File: src/rtl/rst_int_stby_ctl.sv
module rst_int_stby_ctl #(
  parameter int CYC_CLKS    = 15,
  parameter int RST_MIN_CYC = 2
) (
  input  logic clk_i,
  input  logic arst_ni,
  input  logic rst_pin_ni,
  input  logic int_pin_ni,
  input  logic ss_pin_ni,
  input  logic stby_pin_ni,
  input  logic timer_req_i,
  input  logic int_en_set_i,
  input  logic int_en_clr_i,
  input  logic int_ack_i,
  input  logic reti_i,
  input  logic fetch_done_i,
  output logic core_rst_o,
  output logic irq_o,
  output logic irq_vec_o,
  output logic int_level_o,
  output logic clk_en_o,
  output logic step_hold_o
);

  localparam int CW = (CYC_CLKS > 1) ? $clog2(CYC_CLKS) : 1;
  localparam int RW = $clog2(RST_MIN_CYC + 1);
  localparam logic [CW-1:0] CYC_LAST = CW'(CYC_CLKS - 1);
  localparam logic [RW-1:0] RST_DONE = RW'(RST_MIN_CYC);

  typedef enum logic [1:0] {M_RUN, M_STBY, M_HOLD} mode_e;

  logic [1:0] rst_sy, int_sy, ss_sy, stby_sy;
  logic rst_s, int_s, ss_s, stby_s, ss_d, ss_rise;
  logic [CW-1:0] cyc_q;
  logic tick;
  logic [RW-1:0] rcnt_q;
  logic core_rst_q, int_en_q, in_svc_q, irq_q, vec_q, hold_q;
  mode_e mode_q;

  always_ff @(posedge clk_i or negedge arst_ni)
    if (!arst_ni) begin
      rst_sy <= 2'b11; int_sy <= 2'b11; ss_sy <= 2'b11; stby_sy <= 2'b11; ss_d <= 1'b1;
    end else begin
      rst_sy  <= {rst_sy[0], rst_pin_ni};
      int_sy  <= {int_sy[0], int_pin_ni};
      ss_sy   <= {ss_sy[0], ss_pin_ni};
      stby_sy <= {stby_sy[0], stby_pin_ni};
      ss_d    <= ss_sy[1];
    end

  assign rst_s   = rst_sy[1];
  assign int_s   = int_sy[1];
  assign ss_s    = ss_sy[1];
  assign stby_s  = stby_sy[1];
  assign ss_rise = ss_s & ~ss_d;
  assign tick    = (cyc_q == CYC_LAST);

  always_ff @(posedge clk_i or negedge arst_ni)
    if (!arst_ni)  cyc_q <= '0;
    else if (tick) cyc_q <= '0;
    else           cyc_q <= cyc_q + 1'b1;

  always_ff @(posedge clk_i or negedge arst_ni)
    if (!arst_ni) begin
      rcnt_q <= '0; core_rst_q <= 1'b1;
    end else if (rst_s) begin
      rcnt_q <= '0; core_rst_q <= 1'b0;
    end else begin
      if (tick && rcnt_q != RST_DONE) rcnt_q <= rcnt_q + 1'b1;
      core_rst_q <= (rcnt_q == RST_DONE);
    end

  always_ff @(posedge clk_i or negedge arst_ni)
    if (!arst_ni) begin
      int_en_q <= 1'b0; in_svc_q <= 1'b0; irq_q <= 1'b0; vec_q <= 1'b0;
    end else if (core_rst_q) begin
      int_en_q <= 1'b0; in_svc_q <= 1'b0; irq_q <= 1'b0; vec_q <= 1'b0;
    end else begin
      if (int_en_set_i)      int_en_q <= 1'b1;
      else if (int_en_clr_i) int_en_q <= 1'b0;
      if (int_ack_i) begin
        in_svc_q <= 1'b1; irq_q <= 1'b0;
      end else begin
        if (reti_i) in_svc_q <= 1'b0;
        if (tick) begin
          irq_q <= !in_svc_q && ((int_en_q && !int_s) || timer_req_i);
          vec_q <= !(int_en_q && !int_s);
        end
      end
    end

  always_ff @(posedge clk_i or negedge arst_ni)
    if (!arst_ni) mode_q <= M_RUN;
    else
      case (mode_q)
        M_RUN:  if (!stby_s) mode_q <= M_STBY;
        M_STBY: if (stby_s && (!int_s || !rst_s)) mode_q <= ss_s ? M_RUN : M_HOLD;
        M_HOLD: if (ss_s) mode_q <= M_RUN;
        default: mode_q <= M_RUN;
      endcase

  always_ff @(posedge clk_i or negedge arst_ni)
    if (!arst_ni)                   hold_q <= 1'b0;
    else if (core_rst_q || ss_rise) hold_q <= 1'b0;
    else if (fetch_done_i && !ss_s) hold_q <= 1'b1;

  assign core_rst_o  = core_rst_q;
  assign irq_o       = irq_q;
  assign irq_vec_o   = vec_q;
  assign int_level_o = ~int_s;
  assign clk_en_o    = (mode_q == M_RUN);
  assign step_hold_o = hold_q;

  AST_RST_ACCEPT: assert property (@(posedge clk_i) disable iff (!arst_ni)
    $rose(core_rst_o) |-> !$past(rst_s));
  AST_RST_RELEASE: assert property (@(posedge clk_i) disable iff (!arst_ni)
    rst_s |=> !core_rst_o);
  AST_RST_MASK: assert property (@(posedge clk_i) disable iff (!arst_ni)
    core_rst_o |=> (!irq_o && !int_en_q));
  AST_ACK_DROP: assert property (@(posedge clk_i) disable iff (!arst_ni)
    int_ack_i |=> !irq_o);
  AST_STBY_ENTER: assert property (@(posedge clk_i) disable iff (!arst_ni)
    (mode_q == M_RUN && !stby_s) |=> !clk_en_o);
  AST_WAKE_HOLD: assert property (@(posedge clk_i) disable iff (!arst_ni)
    (mode_q == M_STBY && stby_s && !int_s && !ss_s) |=> !clk_en_o);
  AST_STEP_SET: assert property (@(posedge clk_i) disable iff (!arst_ni)
    (fetch_done_i && !ss_s && !core_rst_o) |=> step_hold_o);

endmodule

File: config.mk
export PLATFORM = sky130hd
export DESIGN_NAME = rst_int_stby_ctl
export DESIGN_NICKNAME = d
export VERILOG_FILES = /design/src/rtl/rst_int_stby_ctl.sv
export SDC_FILE = /design/constraint.sdc
export NUM_CORES = 1
export LEC_CHECK = 0
export BUFFER_PORTS_ARGS = -buffer_cell sky130_fd_sc_hd__buf_2
export CAP_MARGIN = 10
export CORE_MARGIN = 1.5
export CORE_UTILIZATION = 35
export CTS_CLUSTER_SIZE = 10
export DETAILED_ROUTE_END_ITERATION = 8
export SYNTH_ARGS = -nofsm -noshare
export SYNTH_HDL_FRONTEND = slang
export SYNTH_SLANG_ARGS = --single-unit
File: constraint.sdc
create_clock -name clk_i -period 2.8 [get_ports clk_i]
set_input_delay 0.28 -clock clk_i [delete_from_list [all_inputs] [get_ports clk_i]]
set_output_delay 0.28 -clock clk_i [all_outputs]
set_load 0.05 [all_outputs]
# Word level (Yosys, flattened, before mapping)
# Index checks and enable logic that the tools add are counted.
[classes] addsub=2 n_eq_ne=9 n_mux=23 n_bitwise=3 reduce_logical=22
[op_table] op="1-bit two-way mux" n=15
[op_table] op="2-bit two-way mux" n=6
[op_table] op="3-bit nonzero test" n=3
[op_table] op="2-bit inequality test (second input constant)" n=4
[op_table] op="2-bit case mux with 3 select lines" n=1
[op_table] op="2-bit nonzero test" n=3
[op_table] op="1-bit logical AND" n=5
[op_table] op="1-bit logical NOT" n=5
[op_table] op="4-bit by 1-bit adder with 4-bit output (second input constant)" n=1
[op_table] op="2-bit == test (second input constant)" n=2
[op_table] op="4-bit == test (second input constant)" n=1
[op_table] op="4-bit two-way mux" n=1
[op_table] op="1-bit logical OR" n=3
[op_table] op="3-bit AND reduction" n=1
[op_table] op="2-bit by 1-bit adder with 2-bit output (second input constant)" n=1
[op_table] op="2-bit by 1-bit == test with 1-bit output (second input constant)" n=1
[op_table] op="2-bit logical NOT" n=1
[op_table] op="2-bit by 1-bit inequality test with 1-bit output (second input constant)" n=1
[op_table] op="1-bit NOT" n=2
[op_table] op="2-bit AND reduction" n=1
[op_table] op="1-bit AND" n=1
[word_totals] regBits=23 inputBits=12 out_inout_bits=6 word_cells=73

# Depth between registers and ports, before layout
# Gate-level depths: netlist of run 1.
[depth] word_depth=7 depth_mapped=4 ltp_nobuf=4

# Least setup slack after synthesis of run 1
# OpenSTA, ideal clock, no wires.
[synth_timing] path_type="register to output" startpoint="reg mode_q[1]" endpoint="out clk_en_o" t_arrival_ps=1044 setup_slack_ps=1476 path_stages_with_launch=2 n_path_buf=0 path_cell_list="dfrtp_1 -> nor2_1"
[synth_via] elab_chain_len=1
[synth_rtl] item="from (decl)" line="38" rtl="mode_e mode_q;"
[synth_rtl] item="from (signal assigned)" line="97" rtl="M_STBY: if (stby_s && (!int_s || !rst_s)) mode_q <= ss_s ? M_RUN : M_HOLD;"
[synth_rtl] item="2-bit logical NOT" line="111" rtl="assign clk_en_o = (mode_q == M_RUN);"
[synth_rtl] item="to (decl)" line="21" rtl="output logic clk_en_o,"
# Every way passes these cells.

# Worst setup path in the final report of run 1
[layout_timing] startpoint="reg core_rst_q, in the netlist core_rst_o" endpoint="out core_rst_o"
[layout_rtl] item="from (decl)" line="37" rtl="logic core_rst_q, int_en_q, in_svc_q, irq_q, vec_q, hold_q;"
[layout_rtl] item="from (signal assigned)" line="70" rtl="core_rst_q <= (rcnt_q == RST_DONE);"
[layout_rtl] item="to (decl)" line="17" rtl="output logic core_rst_o,"
# No word-level cell between the ends.

==> impl_metrics.yaml, run 1 <==
detailed_routing:
  routedWlPerCell_um: 11.37
  wl_met2_um: 592
  drc: 0
  dr.max_layer_used: "met4"
  met1_length_um: 647
  vias: 567
  totalWireLength_mm: 1.353
  dr_wl_met3_um: 62
  drt_pass1_iterations: 3
  dr.first_iter.drc_count: 6
  avgViaCountPerCell: 4.765
  antenna_left: 0
clock_tree:
  cts.sinks: 23
  cts_setup_buffers: 0
  clkTransAtPathRegs_ns: 0.13
  numCtsBuffers: 3
  cts_tree: "done"
  clk_latency_ns: 0.32
  h-tree-depth: 1
  clockBufferDepth: 2
  cts_resized: 0
  cts_root_buffer: "clkbuf_4"
floorplan:
  ios: 18
  dieArea_um2: 2751
  die_h_um: 52.45
  core_um2: 2255
  start_util_pct: 37.96
  rows: 17
  die_w_um: 52.45
timing:
  drv_slew: 0
  min_period_ns: 1.491
  slew_headroom_pct: 67.41
  setup_violations: 0
  finClkSkew_ns: 0.01102
  hold_viol_final: 0
  finalCritPeriodShare_pct: 53.25
  rsz0062_at_grt: "false"
  fmax_mhz: 670.6
  worst_pin_slew_ns: 0.4889
  fin_tns_setup_ns: 0
  worst_slack_ns: 1.309
  whs_ns: 0.03561
layout:
  multiInputGateArea_um2: 252.7
  final_cells: 119
  layout-drive-gt1-share_pct: 36.26
  fillers: 234
  finalNetCount: 105
  n_antenna_cell: 0
  design_area_um2: 1013
  final_common_cell: "buf_2"
  syn_to_final_growth_pct: 18.42
  final_cell_mix: "buf_2, dfrtp_1, dfstp_2, a21oi_1"
  utilization_pct: 44.95
  seq_area_um2: 588.1
setup_path:
  crit_fanout: 7
  cp.arrival_ns: 1.21
  critPathTopFamily: "flip-flops"
  crit_chain: "buf_2"
  rrSetupSlack_ns: 1.53
  reg2reg_from: "cyc_q[0]"
  crit_cells: 1
  slowest_delay_ns: 0.62
  reg2reg_to: "irq_vec_o"
  cpMaxStageDelayCell: "dfstp_2"
  endpoint: "core_rst_o"
  critPathRequiredTime_ns: 2.52
  worstSetupPathType: "reg -> out"
  startpoint: "core_rst_o"
  critPathBufInv: 1
  end_kind: "output pin"
  cp-start-kind: "flop"
  reg2reg_depth: 3
power_and_ir_drop:
  vdd_ir_drop_max_uv: 314.9
  power_density_nw_per_um2: 562.6
  p_total_uw: 570.1
  p_leak_nw: 0.5071
synthesis:
  synth_area_per_cell_um2: 12.40
  synth_cell_types: 18
  ys_seq_elements: 23
  syn_area_um2: 855.8
  syn-instance-count: 69
  synth_warnings: 0
  syn_nets: 82
  seq_area_frac_synth_pct: 68.71
grt:
  grtUsageTotal_pct: 12.21
  grt_pass1_wl_mm: 2.297
  antenna_found_initial: 0
  first_global_vias: 523
  grt-ovfl-total: 0
  grt_max_degree: 24
placement:
  preCtsSetupSlack_ns: 1.557
  place_congestion: 0.6550
  dp.cells: 114
  dp_hpwl_um: 932.9
  place_area_um2: 975.9
  port-buffer-count: 17
hold_path:
  hold_class: "in -> reg"
status:
  status: "finished clean"
run:
  cap_viol_max_count: 0
-- cell usage after synthesis --
cell	instances	share of area [%]
dfrtp_1	13	38
dfstp_2	10	31
a21oi_1	9	5.3
nand2_1	6	2.6
o21ai_0	6	3.5
inv_1	4	1.8
nor2_1	4	1.8
or3_1	3	2.2
nand2b_1	2	1.5
nand3_1	2	1.2
nor2b_1	2	1.5
o21bai_1	2	1.8
a31oi_1	1	0.73
ha_1	1	1.5
mux2_2	1	1.3
nand4b_1	1	1.0
nand4b_4	1	2.8
o41ai_1	1	1.0
-- logic make-up after synthesis --
| kind of cell | count (synthesis) | share of synthesized area (%) |
|---|---|---|
| AO/OA/AOI/OAI | 19 | 12.28 |
| multiplexers | 1 | 1.316 |
| adder cells (fa/ha/maj) | 1 | 1.462 |
| flip-flops | 23 | 68.71 |
| buffers and inverters | 4 | 1.754 |
| AND/OR/NAND/NOR | 21 | 14.47 |
-- state kept, by name, indices dropped and copies added (netlist names), 2 cells and up --
register  cells
ss_sy         2
int_sy        2
mode_q        2
rst_sy        2
rcnt_q        2
stby_sy       2
cyc_q         4
-- timing repair --
item | 4_1_cts | 5_1_grt
hold endpoints to repair | 13 | 0
hold buffers | 1 | 0
endpoints found under the setup margin | 0 | 0
-- layer usage --
layer	vias to the layer above	GRT usage, %
li1	282	-
met1	267	14.81
met2	13	17.71
met3	5	3.429
met4	0	10.26
met5	-	0
-- worst min path at each step --
stage / endpoint / slack [ns] / depth (start not counted) / start
floorplan: cyc_q[0] / -0.02 / 0 / arst_ni
global placement: in_svc_q / 0.27 / 1 / arst_ni
detailed placement: in_svc_q / 0.27 / 1 / arst_ni
CTS: int_sy[0] / 0.03 / 1 / int_pin_ni
global route: int_sy[0] / 0.01 / 1 / int_pin_ni
finish: int_sy[0] / 0.04 / 1 / int_pin_ni
-- report_power, final --
part | internal (mW) | leakage (nW) | total, mW | switching (mW)
Sequential | 0.352 | 0.268 | 0.360 | 0.00881
Clock | 0.0535 | 0.0177 | 0.157 | 0.103
Combinational | 0.0170 | 0.222 | 0.0527 | 0.0357
-- final cells by class --
cell class,count,share of cell area [%]
clock buffer,3,2.222
clock inverter,1,0.4938
tap,28,3.457
sequential,23,58.02
multi-input combinational,42,24.94
timing repair buffer,18,9.383
inverter,4,1.481
Note: power is estimated with default switching activity, not from simulation.
==> inputs of run 2 (changes only) <==
clock period = 1.4 ns   (was 2.8 ns; I/O delays follow)
==> impl_metrics.yaml, run 2 (same netlist as run 1, synthesis figures left out) <==
timing:
  slew_headroom_pct: 67.31
  fmax_mhz: 771.9
  drv_slew: 0
  setup_violations: 0
  hold_viol_final: 0
  finClkSkew_ns: 0.005637
  whs_ns: 0.05258
  worst_pin_slew_ns: 0.4903
  fin_tns_setup_ns: 0
  min_period_ns: 1.296
  rsz0062_at_grt: "false"
  finalCritPeriodShare_pct: 92.54
floorplan:
  start_util_pct: 37.96
  rows: 17
  die_h_um: 52.45
  ios: 18
  dieArea_um2: 2751
  core_um2: 2255
  die_w_um: 52.45
clock_tree:
  numCtsBuffers: 3
  cts.sinks: 23
  cts_root_buffer: "clkbuf_4"
  clkTransAtPathRegs_ns: 0.12
  clockBufferDepth: 2
  cts_tree: "done"
  clk_latency_ns: 0.30
  h-tree-depth: 1
setup_path:
  critPathRequiredTime_ns: 1.26
  end_kind: "output pin"
  critPathBufInv: 1
  slowest_delay_ns: 0.61
  cp-start-kind: "flop"
  reg2reg_to: "irq_vec_o"
  worstSetupPathType: "reg -> out"
  rrSetupSlack_ns: 0.13
  reg2reg_depth: 3
  crit_cells: 1
  startpoint: "core_rst_o"
  crit_chain: "clkbuf_4"
  cpMaxStageDelayCell: "dfstp_2"
  crit_fanout: 7
  cp.arrival_ns: 1.16
  critPathTopFamily: "flip-flops"
  reg2reg_from: "cyc_q[0]"
  endpoint: "core_rst_o"
detailed_routing:
  drt_pass1_iterations: 4
  drc: 0
  vias: 571
  avgViaCountPerCell: 4.642
  routedWlPerCell_um: 10.56
  totalWireLength_mm: 1.299
  dr.first_iter.drc_count: 6
  antenna_left: 0
layout:
  n_antenna_cell: 0
  final_cells: 123
  largest-register: "cyc_q"
  layout-drive-gt1-share_pct: 34.74
  syn_to_final_growth_pct: 23.39
  final_cell_mix: "buf_2, dfrtp_1, dfstp_2, a21oi_1"
  final_common_cell: "buf_2"
  fillers: 225
  finalNetCount: 109
  largest_register_ffs: 4
grt:
  grt_max_degree: 24
  grt-ovfl-total: 0
  grtUsageTotal_pct: 11.54
  grt_pass1_wl_mm: 2.270
  first_global_vias: 551
  antenna_found_initial: 0
placement:
  port-buffer-count: 17
  dp_hpwl_um: 932.8
  place_congestion: 0.6550
  dp.cells: 114
hold_path:
  hold_depth: 3
  hold_class: "in -> reg"
power_and_ir_drop:
  p_total_mw: 1.122
  power_density_nw_per_um2: 1063
  vdd_ir_drop_max_uv: 644.6
  p_leak_nw: 0.5231
run:
  cap_viol_max_count: 0
status:
  status: "finished clean"
run 2: how the worst min path moves through the flow:
| stage | startpoint | endpoint | slack (ns) |
|---|---|---|---|
| finish | int_en_set_i | int_en_q | 0.05 |
| global route | int_ack_i | irq_o | 0.05 |
| CTS | int_en_set_i | int_en_q | 0.04 |
| detailed placement | arst_ni | irq_vec_o | 0.13 |
| global placement | arst_ni | in_svc_q | 0.13 |
| floorplan | arst_ni | cyc_q[0] | -0.16 |
run 2: timing repair:
| action | 4_1_cts | 5_1_grt |
|---|---|---|
| buffers inserted | 0 | 0 |
| hold buffers | 5 | 0 |
| hold endpoints to repair | 17 | 0 |
| gates resized for setup | 0 | 1 |
| setup endpoints to repair | 0 | 1 |
run 2: through the flow:
stage          setup WS, ns  cell area (µm²)  util (%)
4_1_cts             0.04627             1054     46.73
6_report             0.1044             1056     46.84
3_3_place_gp         0.2034            975.9     43.29
2_1_floorplan        0.2158            855.8         -
3_5_place_dp         0.1613            975.9     43.29
5_1_grt             0.03078             1056     46.84
run 2: layout make-up:
class	count	area (µm²)	share of cell area (%)
clock inverters	1	5.005	0.4739
multi-input cells	42	252.7	23.93
clock buffers	3	22.52	2.133
well taps	28	35.03	3.318
flip-flops and latches	23	588.1	55.69
inverters	4	15.01	1.422
repair buffers	22	137.6	13.03
run 2: worst register-to-register path, delay by kind of cell (launching register included):
family,cells,cell delay [ns]
AOI/OAI and AO/OA,1,0.14
and+or+nand+nor,2,0.61
DFF,1,0.45
run 2: power by group:
part           switching (mW)  total (mW)  internal [mW]
Combinational          0.0725       0.114         0.0412
Clock                   0.182       0.288          0.106
Sequential             0.0172       0.720          0.703
run 2: metal layers:
metal	track usage, %	vias up	routed length, µm
met2	17.92	10	609
met3	3.429	2	42
li1	-	288	-
met4	6.410	0	12
met1	14.23	271	634
met5	0	-	0
